==> src/rtl/iadc_seq_pkg.sv <==
package iadc_seq_pkg;
  typedef enum logic [2:0] {
    SEL_IDLE = 3'd0,
    SEL_DIS  = 3'd1,
    SEL_GND  = 3'd2,
    SEL_REF  = 3'd3,
    SEL_IN0  = 3'd4,
    SEL_IN1  = 3'd5,
    SEL_IN2  = 3'd6,
    SEL_IN3  = 3'd7
  } sel_e;

  typedef enum logic [1:0] {PH_GND, PH_REF, PH_IN} phase_e;

  typedef enum logic [2:0] {ST_IDLE, ST_DIS, ST_MEAS, ST_DIV, ST_ABORT} state_e;

  function automatic logic [2:0] input_code(input logic [1:0] ch);
    return {1'b1, ch};
  endfunction
endpackage

==> src/rtl/iadc_pulse_meter.sv <==
module iadc_pulse_meter #(
  parameter int CNT_W = 14,
  parameter int TO_W  = 16
) (
  input  logic             clk,
  input  logic             rst_n,
  input  logic             active,
  input  logic             int_in,
  input  logic [TO_W-1:0]  timeout_cycles,
  output logic             done,
  output logic             timed_out,
  output logic [CNT_W-1:0] count
);
  logic            seen_hi;
  logic [TO_W-1:0] timer;

  function automatic logic [CNT_W-1:0] sat_inc(input logic [CNT_W-1:0] v);
    return (v == '1) ? v : v + 1'b1;
  endfunction

  always_ff @(posedge clk) begin
    if (!rst_n || !active) begin
      seen_hi <= 1'b0;
      count   <= '0;
      timer   <= '0;
    end else begin
      if (timer != '1) timer <= timer + 1'b1;
      if (int_in) begin
        seen_hi <= 1'b1;
        count   <= sat_inc(count);
      end
    end
  end

  assign done      = active && seen_hi && !int_in;
  assign timed_out = active && !done && (timer >= timeout_cycles);
endmodule

==> src/rtl/iadc_divider.sv <==
module iadc_divider #(
  parameter int NUM_W = 14,
  parameter int Q_W   = 12
) (
  input  logic             clk,
  input  logic             rst_n,
  input  logic             go,
  input  logic [NUM_W-1:0] num,
  input  logic [NUM_W-1:0] den,
  output logic             done,
  output logic [Q_W-1:0]   quo
);
  localparam int REM_W = NUM_W + 1;
  localparam int CW    = $clog2(Q_W + 1);

  logic [REM_W-1:0] rem;
  logic [CW-1:0]    left;
  logic [REM_W:0]   stp;

  // one restoring step: shift in a zero, subtract when it fits
  function automatic logic [REM_W:0] div_step(input logic [REM_W-1:0] r,
                                              input logic [NUM_W-1:0] d);
    logic [REM_W:0] sh;
    logic [REM_W:0] diff;
    sh   = {r, 1'b0};
    diff = sh - {2'b00, d};
    if (sh >= {2'b00, d}) return {diff[REM_W-1:0], 1'b1};
    return {sh[REM_W-1:0], 1'b0};
  endfunction

  assign stp = div_step(rem, den);

  always_ff @(posedge clk) begin
    if (!rst_n) begin
      rem  <= '0;
      quo  <= '0;
      left <= '0;
      done <= 1'b0;
    end else begin
      done <= 1'b0;
      if (go) begin
        rem  <= {1'b0, num};
        quo  <= '0;
        left <= CW'(Q_W);
      end else if (left != '0) begin
        rem  <= stp[REM_W:1];
        quo  <= {quo[Q_W-2:0], stp[0]};
        left <= left - 1'b1;
        done <= (left == CW'(1));
      end
    end
  end
endmodule

==> src/rtl/iadc_seq.sv <==
module iadc_seq
  import iadc_seq_pkg::*;
#(
  parameter int CNT_W = 14,
  parameter int RES_W = 12,
  parameter int DIS_W = 16,
  parameter int TO_W  = 16,
  parameter int RCL_W = 8
) (
  input  logic             clk,
  input  logic             rst_n,
  input  logic             start,
  input  logic [1:0]       chan,
  input  logic [DIS_W-1:0] dis_cycles,
  input  logic [TO_W-1:0]  timeout_cycles,
  input  logic [RCL_W-1:0] recal_every,
  input  logic             int_in,
  output logic [2:0]       mode,
  output logic             busy,
  output logic [RES_W-1:0] result,
  output logic [1:0]       result_chan,
  output logic             result_valid,
  output logic             err
);
  localparam logic [RES_W-1:0] FULL = '1;

  state_e           st;
  phase_e           ph;
  logic [1:0]       ch;
  logic [DIS_W-1:0] dis_cnt;
  logic [CNT_W-1:0] tgnd, tref, tin;
  logic             cal_ok;
  logic [RCL_W-1:0] conv_cnt;

  // named internal events for the checker
  logic             meas_active, meas_done, meas_to, dis_exit, need_cal, div_go, div_done;
  logic [CNT_W-1:0] meas_count;
  logic [RES_W-1:0] quo;

  assign meas_active = (st == ST_MEAS);
  assign dis_exit    = ({1'b0, dis_cnt} + 1'b1) >= {1'b0, dis_cycles};
  assign need_cal    = !cal_ok || (conv_cnt >= recal_every);
  assign div_go      = meas_active && meas_done && (ph == PH_IN);
  assign busy        = (st != ST_IDLE);

  iadc_pulse_meter #(.CNT_W(CNT_W), .TO_W(TO_W)) u_meter (
    .clk(clk), .rst_n(rst_n), .active(meas_active), .int_in(int_in),
    .timeout_cycles(timeout_cycles), .done(meas_done), .timed_out(meas_to),
    .count(meas_count)
  );

  iadc_divider #(.NUM_W(CNT_W), .Q_W(RES_W)) u_div (
    .clk(clk), .rst_n(rst_n), .go(div_go),
    .num(meas_count - tgnd), .den(tref - tgnd),
    .done(div_done), .quo(quo)
  );

  always_comb begin
    case (st)
      ST_DIS, ST_ABORT: mode = SEL_DIS;
      ST_MEAS: begin
        case (ph)
          PH_GND:  mode = SEL_GND;
          PH_REF:  mode = SEL_REF;
          default: mode = input_code(ch);
        endcase
      end
      default: mode = SEL_IDLE;
    endcase
  end

  always_ff @(posedge clk) begin
    if (!rst_n) begin
      st <= ST_IDLE; ph <= PH_GND; ch <= '0; dis_cnt <= '0;
      tgnd <= '0; tref <= '0; tin <= '0; cal_ok <= 1'b0; conv_cnt <= '0;
      result <= '0; result_chan <= '0; result_valid <= 1'b0; err <= 1'b0;
    end else begin
      result_valid <= 1'b0;
      err          <= 1'b0;
      case (st)
        ST_IDLE: if (start) begin
          ch      <= chan;
          ph      <= need_cal ? PH_GND : PH_IN;
          dis_cnt <= '0;
          st      <= ST_DIS;
        end
        ST_DIS: begin
          if (dis_exit) st <= ST_MEAS;
          else dis_cnt <= dis_cnt + 1'b1;
        end
        ST_MEAS: begin
          if (meas_done) begin
            dis_cnt <= '0;
            case (ph)
              PH_GND: begin tgnd <= meas_count; ph <= PH_REF; st <= ST_DIS; end
              PH_REF: begin
                tref <= meas_count; cal_ok <= 1'b1; conv_cnt <= '0;
                ph <= PH_IN; st <= ST_DIS;
              end
              default: begin tin <= meas_count; st <= ST_DIV; end
            endcase
          end else if (meas_to) begin
            err     <= 1'b1;
            cal_ok  <= 1'b0;
            dis_cnt <= '0;
            st      <= ST_ABORT;
          end
        end
        ST_DIV: if (div_done) begin
          if (tin <= tgnd)      result <= '0;
          else if (tin >= tref) result <= FULL;
          else                  result <= quo;
          result_chan  <= ch;
          result_valid <= 1'b1;
          if (conv_cnt != '1) conv_cnt <= conv_cnt + 1'b1;
          st <= ST_IDLE;
        end
        ST_ABORT: begin
          if (dis_exit) st <= ST_IDLE;
          else dis_cnt <= dis_cnt + 1'b1;
        end
        default: st <= ST_IDLE;
      endcase
    end
  end
endmodule

==> config.mk <==
export PLATFORM = sky130hd
export DESIGN_NAME = iadc_seq
export DESIGN_NICKNAME = d
export VERILOG_FILES = /design/src/rtl/iadc_seq_pkg.sv /design/src/rtl/iadc_pulse_meter.sv /design/src/rtl/iadc_divider.sv /design/src/rtl/iadc_seq.sv
export SDC_FILE = /design/constraint.sdc
export NUM_CORES = 1
export LEC_CHECK = 0
export CAP_MARGIN = 20
export CORE_ASPECT_RATIO = 1.1
export CORE_UTILIZATION = 48
export DETAILED_ROUTE_END_ITERATION = 10
export PLACE_DENSITY = 0.65
export SYNTH_ARGS = -nofsm -noshare
export SYNTH_HDL_FRONTEND = slang
export SYNTH_HIERARCHICAL = 1
export SYNTH_SLANG_ARGS = --single-unit
export TNS_END_PERCENT = 1
==> constraint.sdc <==
create_clock -name clk -period 4.19 [get_ports clk]
set_input_delay 1.257 -clock clk [delete_from_list [all_inputs] [get_ports clk]]
set_output_delay 1.257 -clock clk [all_outputs]
set_load 0.005 [all_outputs]
==> impl_metrics.csv, run 1 <==
group,metric,value,unit
outcome,status,"completed",
global_route,antenna_found_initial,0,
critical_path,cp_slowest_cell,"or4_1",
critical_path,worstSetupPathType,"register to register",
global_route,grt_max_degree,59,
detailed_routing,wl_met2,12420,um
synth,yosysSeqAreaShare,29.21,%
synth,synthSimpleGateAreaFrac,24.16,%
layout,num_antenna_cells,0,
floorplan,die_h,157.0,um
global_route,grt_pass1_wl,41930,um
detailed_routing,drt-vias-per-instance,5.471,
synth,synth_enable_flop_cells,0,
detailed_routing,drt_first_pass_iters,5,
layout,final_cells,1707,
global_route,grt_usage,23.30,%
floorplan,ios,66,
clocking,path_clk_slew,70,ps
pwr,fin_total_pwr,3.799,mW
synth,synth.net_count,1511,
layout,nNetsFinal,1568,
detailed_routing,via_count,9339,
synth,synth_warnings,6,
synth,async_reset_ff_share,0,%
synth,synth_top_area_share,29.21,%
pwr,p_leak,4.857,nW
critical_path,cpPeakStageDelay,450,ps
clocking,cts_max_level,4,
sta,fin_skew,14.19,ps
sta,slew_viol_final,0,
clocking,ctsHoldBuffers,0,
critical_path,startpoint_type,"register",
detailed_routing,drcViolationCount,0,
floorplan,die_area,22440,sq um
layout,area.growth.synth_to_final,14.54,%
sta,hold_viol,0,
layout,layout-drive-gt1-share,6.704,%
clocking,cts_tree,"built",
sta,clock.fmax,257.3,MHz
clocking,cts.sinks,153,
floorplan,fp.dieW,142.9,um
clocking,root_buffer,"clkbuf_16",
synth,syn_inst,1348,
sta,period_minus_slack,3887,ps
critical_path,crit_path_end_kind,"register",
critical_path,rr_startpoint,"tgnd[2]",
sta,setup-violations-final,0,
detailed_routing,met1_length,11200,um
clocking,cts_buffer_depth,2,
detailed_routing,drt-total-wl,24960,um
sta,tns,0,ps
sta,rsz0062_at_grt,"false",
synth,synth_area,10490,sq um
synth,muxShareOfSynthArea,1.909,%
sta,worst_pin_slew,915.7,ps
global_route,grt_pass1_vias,8827,
layout,utilization,56.21,%
synth,ys.flop_type,"dfxtp_1",
critical_path,cp_max_fo,6,
detailed_routing,ant_nets,0,
detailed_routing,wl_met3,730,um
place,gp_congestion,0.8540,
synth,synth_cell_type_count,82,
place,dp.cells,1676,
synth,synth-adder-area-share,14.17,%
synth,synth_compound_area_share,18.23,%
synth,synth.avg_cell_area,7.779,sq um
global_route,grt-ovfl-total,0,
critical_path,crit_path_start,"tgnd[2]",
sta,slew_headroom,38.73,%
detailed_routing,post_drt_wl_per_cell,14.62,um
synth,synth_xor_xnor_area_share,5.930,%
place,portBuffers,65,
floorplan,initial_core_util,49.07,%
synth,ys_seq_elements,153,
critical_path,critPathTopFamily,"simple AND/OR/NAND/NOR gates",
critical_path,path_cells,"inv_1 > ha_1 > nor2b_1 > o21ai_1 > a21oi_1 > or4_1 > a31o_2 > nor2_1 > xnor2_1 > inv_1 > ha_1 > o21ai_0 > nor2_1 > o41ai_4 > nand2_1 > or3b_1 > a311oi_1",
clocking,clkLatencyLatePin,430,ps
sta,fin_crit_sh,92.77,%
floorplan,design.core.area,21370,sq um
pwr,max-vdd-ir-drop,0.0002831,V
clocking,cts_buffers,17,
synth,synth_area_leaders,"dfxtp_1, ha_1, nand2_1",
synth,synth_top_family_by_area,"simple AND/OR/NAND/NOR gates",
detailed_routing,drt_iter0_drc,429,
detailed_routing,top_layer,"met4",
critical_path,cp.arrival,4230,ps
synth,synth_top_cell_by_area,"dfxtp_1",
critical_path,crit_buf_inv,2,
hold_path,hp-start,"result[7]",
sta,whs,450.8,ps
hold_path,hold_class,"register to register",
place,dp_hpwl,19320,um
job,max_cap_viol_count,0,
critical_path,crit_required,4540,ps
floorplan,num_rows,56,
pwr,power_density,316.2,nW/um^2
## placed cells by master, fill, tap and decap left out, drive strengths merged, types with 4 or more instances in the layout
cell type	count
nor2b	10
o22ai	4
clkbuf	17
buf	28
a211oi	19
and2	5
nand3b	5
xor2	26
a2111oi	4
a311oi	5
o21a	14
nand3	49
a21o	14
nor3b	5
mux2i	20
o211ai	13
o21ai	68
o221ai	7
clkdlybuf4s50	65
nand2b	7
ha	114
a31oi	7
a21oi	111
clkinvlp	4
xnor2	45
nor3	39
dfxtp	153
nand4	22
nor4	4
nand2	227
or3	16
inv	115
nor2	95
and3	20
o31a	4
and4	12
## flip-flops by register name (all words and copies together), names as in the netlist, 2 cells and up
signal,count
tin,14
ph,2
u_meter/count,14
conv_cnt,8
u_meter/timer,16
tgnd,14
u_div/left,4
st,3
result,12
tref,14
dis_cnt,16
result_chan,2
u_div/quo,12
ch,2
u_div/rem,15
## Yosys cell counts (3+ instances only)
library cell	instances
a22oi_1	3
o221ai_1	7
and4_1	10
ha_1	114
a221o_1	3
o21ai_0	66
and2_1	5
nor3b_1	3
o21bai_1	3
buf_4	3
clkbuf_2	3
buf_6	4
nand3b_1	5
a211oi_2	3
and3_1	18
o22ai_1	4
nor2_1	95
a21oi_1	108
mux2i_1	20
xor2_1	26
a311oi_1	5
clkbuf_1	35
nor4_1	3
nor3_1	38
o211ai_1	13
dfxtp_1	153
nand3_1	46
o21a_1	14
a21o_1	14
a31oi_1	6
nand4_1	20
nor2b_1	10
inv_1	107
xnor2_1	45
buf_2	9
a31o_2	3
fa_1	3
o31ai_1	3
or3_1	16
a21boi_0	3
nand2b_1	7
nand2_1	226
a211oi_1	15
## per-stage QoR
stage | instance area, sq um | setup WS [ps]
5_1_grt | 12010 | 57.36
6_report | 12010 | 302.9
3_5_place_dp | 11450 | 0.6426
2_1_floorplan | 10490 | 552.1
4_1_cts | 12010 | 223.3
3_3_place_gp | 11440 | 56.03
## per-layer routing
| layer | GRT usage, % | vias to the layer above |
|---|---|---|
| li1 | - | 4813 |
| met1 | 27.88 | 4328 |
| met2 | 41.46 | 152 |
| met3 | 3.803 | 46 |
| met4 | 8.807 | 0 |
| met5 | 0 | - |
## power by group
| group | internal (mW) | switching, mW | total (mW) |
|---|---|---|---|
| registers | 1.51 | 0.0603 | 1.57 |
| clock network | 0.829 | 0.673 | 1.50 |
| logic | 0.270 | 0.460 | 0.730 |
| total | 2.61 | 1.19 | 3.80 |
## cell families (layout without fill, tap and decap cells)
| family | Yosys count | in the layout |
|---|---|---|
| compound gates | 297 | 297 |
| buf+inv | 162 | 231 |
| flops | 153 | 153 |
| fa+ha+maj | 117 | 117 |
| simple gates | 528 | 528 |
| xor+xnor | 71 | 71 |
| mux | 20 | 20 |
## path summary, 6_finish.rpt
kind | end | slack (ps) | depth (start not counted)
setup / recovery | u_div/rem[14] | 300 | 17
hold / removal | result[7] | 450 | 2
hold reg to reg | result[7] | 450 | 2
setup reg to reg | u_div/rem[14] | 300 | 17
## tightest hold or removal path: stages (launching register included)
cell and delay [ps]:
dfxtp_1 320, nand2_1 40, o21ai_0 50
## area by class of cell
type / instances / area, sq um
Clock buffer: 17 / 425.4
Clock inverter: 14 / 137.6
Fill cell: 2035 / 9359
Inverter: 107 / 401.6
Multi-Input combinational cell: 1033 / 6760
Sequential cell: 153 / 3063
Tap cell: 290 / 362.8
Timing Repair Buffer: 93 / 860.8
## timing repair
action | in CTS | in global routing
buffers inserted | 0 | 0
endpoints found under the setup margin | 0 | 1
resized for setup | 0 | 1
(Power assumes the default switching activity.)
==> run 2, diff against run 1 <==
CTS_CLUSTER_SIZE = 16   (was default)
HOLD_SLACK_MARGIN = 0.03   (was default)
==> results of run 2 <==
No change in the layout: final DEF, timing and power equal those of run 1.
==> run 3, diff against run 2 <==
CORE_ASPECT_RATIO = 1.5   (was 1.1)
CORE_MARGIN = 2   (was default)
CORE_UTILIZATION = 40   (was 48)
PLACE_DENSITY = 0.56   (was 0.65)
==> run 3 against run 2 <==
  * Combinational power shrank 1%
  * Critical path depth is the same
  * Clock power grew 19%
  * Cell count grew 2.9%
  * Global-route usage shrank 2.9 points
  * Clock-buffer cell count grew 3
  * Die area grew 23%
  * Design area grew 1.9%
  * Register-to-register slack is essentially flat
  * Worst setup slack lost 5.4 ps
  * Highest routed layer unchanged
==> impl_metrics.csv, run 3 (synthesis results as in run 1) <==
group,metric,value,unit
place,portBuffers,65,
pwr,power_density,332.4,nW/um^2
clocking,cts_max_level,4,
pwr,max-vdd-ir-drop,0.0003054,V
global_route,grt_max_degree,59,
critical_path,crit_required,4540,ps
sta,setup-violations-final,0,
sta,fin_crit_sh,92.90,%
pwr,power.internal,2.892,mW
layout,mostFrequentLayoutCells,"nand2_1, dfxtp_1, ha_1, a21oi_1, inv_1",
detailed_routing,drt_first_pass_iters,5,
critical_path,startpoint_type,"register",
detailed_routing,ant_nets,0,
sta,clock.fmax,256.9,MHz
pwr,sw_frac_of_total,28.93,%
critical_path,cp_common_cell,"inv_1",
critical_path,worstSetupPathType,"register to register",
pwr,combPwrFrac,17.7,%
hold_path,holdPathStages,2,
sta,fin_skew,10.82,ps
sta,worst_pin_slew,993.3,ps
clocking,ctsHoldBuffers,0,
floorplan,fp.dieW,136.2,um
clocking,cts_buffer_depth,2,
detailed_routing,drt-vias-per-instance,5.264,
layout,reg.largest.list,"dis_cnt: 16 flops, u_meter/timer: 16 flops, u_div/rem: 15 flops",
pwr,seqPwrFrac,38.6,%
layout,num_antenna_cells,0,
critical_path,path_cells,"inv_1 > ha_1 > nor2b_1 > o31a_1 > o211ai_1 > a21oi_2 > o31ai_2 > buf_4 > xnor2_1 > inv_1 > ha_2 > o21ai_0 > nor2_1 > o41ai_4 > nand2_1 > or3b_1 > a311oi_1",
critical_path,cp_slowest_cell,"o41ai_4",
floorplan,die_area,27550,sq um
critical_path,rrSetupSlack,300,ps
pwr,p_switching,1.177,mW
clocking,cts_setup_buffers,0,
sta,slew_headroom,33.49,%
sta,slew_viol_final,0,
critical_path,critPathTopFamily,"compound AO/OA/AOI/OAI gates",
layout,area.growth.synth_to_final,16.72,%
critical_path,r2r_end,"u_div/rem[14]",
outcome,status,"completed",
place,gp_congestion,0.8334,
floorplan,ios,66,
clocking,cts_buffers,17,
clocking,clkLatencyLatePin,430,ps
critical_path,cpPeakStageDelay,370,ps
layout,final_common_cell,"nand2_1",
sta,whs,451.8,ps
clocking,cts_tree,"built",
sta,period_minus_slack,3893,ps
detailed_routing,drt_iter0_drc,353,
sta,hold_viol,0,
global_route,grt_pass1_vias,9267,
critical_path,cp.arrival,4240,ps
critical_path,rr_startpoint,"tgnd[1]",
pwr,fin_total_pwr,4.069,mW
clocking,path_clk_slew,70,ps
sta,tns,0,ps
global_route,grt_usage,20.35,%
hold_path,hp-start,"result[1]",
floorplan,initial_core_util,40.70,%
floorplan,num_rows,72,
job,max_cap_viol_count,0,
clocking,cts.sinks,153,
critical_path,cp_max_fo,5,
detailed_routing,drcViolationCount,0,
critical_path,ff2ff_path_depth,17,
sta,rsz0062_at_grt,"false",
detailed_routing,post_drt_wl_per_cell,15.32,um
pwr,pwr-share-clk,43.6,%
floorplan,die_h,202.3,um
global_route,grt-ovfl-total,0,
hold_path,worstHoldEndpoint,"result[1]",
clocking,root_buffer,"clkbuf_16",
place,dp_hpwl,21000,um
floorplan,design.core.area,25760,sq um
global_route,antenna_found_initial,0,
detailed_routing,drt-total-wl,26900,um
global_route,grt_pass1_wl,45290,um
layout,nNetsFinal,1573,
detailed_routing,via_count,9244,
pwr,p_leak,4.946,nW
layout,layout-drive-gt1-share,7.519,%
hold_path,hold_class,"register to register",
critical_path,crit_buf_inv,3,
critical_path,crit_path_end_kind,"register",
## run 3: changes by cell type in the layout (fill, tap and decap cells not counted), sizes merged
cell / delta
clkinv: +3
clkbuf: +3
buf: +5
bufinv: +4
inv: -6
clkinvlp: -3
## run 3: final cells by class
cell class,instances,area [sq um]
inverter,107,401.6
fill,2626,13530
tap,333,416.7
clock inverter,12,212.7
timing repair buffer,98,898.4
sequential,153,3064
multi-input combinational,1033,6779
clock buffer,20,466.7
## run 3: repair_timing
| action | CTS | global route |
|---|---|---|
| gates resized for setup | 0 | 7 |
| endpoints found under the setup margin | 0 | 7 |
| endpoints found under the hold margin | 0 | 0 |
## run 3: how the worst max path moves through the flow
stage	start	endpoint	slack, ps	cells past startpoint
6_report	tgnd[1]	u_div/rem[14]	300	17
5_1_grt	tref[0]	u_div/rem[14]	40	18
4_1_cts	tgnd[1]	u_div/rem[14]	180	17
3_5_place_dp	timeout_cycles[0]	dis_cnt[6]	40	11
3_3_place_gp	timeout_cycles[0]	dis_cnt[6]	100	11
2_1_floorplan	tgnd[2]	u_div/rem[14]	550	17
## run 3: worst reg2reg max path, delay by kind of cell (launching register included)
kind | cells | cell delay (ps)
xor gates and xnor gates | 1 | 120
AOI/OAI and AO/OA | 7 | 1680
buffers and inverters | 3 | 340
DFF | 1 | 350
adders and majority gates | 2 | 610
and+or+nand+nor | 4 | 710
## run 3: power by group through the flow
stage | combinational, mW | sequential [mW] | clock [mW]
after floorplan | 0.512 | 1.57 | 0
after global placement | 0.729 | 1.60 | 0
after detailed placement | 0.731 | 1.60 | 0
after CTS | 0.735 | 1.57 | 1.82
after global routing | 0.809 | 1.58 | 1.87
final | 0.722 | 1.57 | 1.78
## run 3: per-stage QoR
stage / instances / cell area [sq um] / util, % / worst slack, ps
final: 1756 / 12240 / 47.50 / 297.5
after global routing: 1756 / 12240 / 47.50 / 36.42
after CTS: 1756 / 12220 / 47.43 / 175.6
after detailed placement: 1724 / 11540 / 44.79 / 38.90
after global placement: 1724 / 11540 / 44.79 / 95.97
after floorplan: 1348 / 10490 / - / 552.1
## run 3: layer usage
metal / part of all wire, % / vias to the layer above / wire length [um] / global-route usage [%]
met4: 2.1 / 0 / 563 / 6.548
met2: 55 / 116 / 14830 / 39.54
li1: - / 4816 / - / -
met5: 0 / - / 0 / 0
met3: 2.3 / 33 / 620 / 2.809
met1: 40 / 4279 / 10890 / 22.07
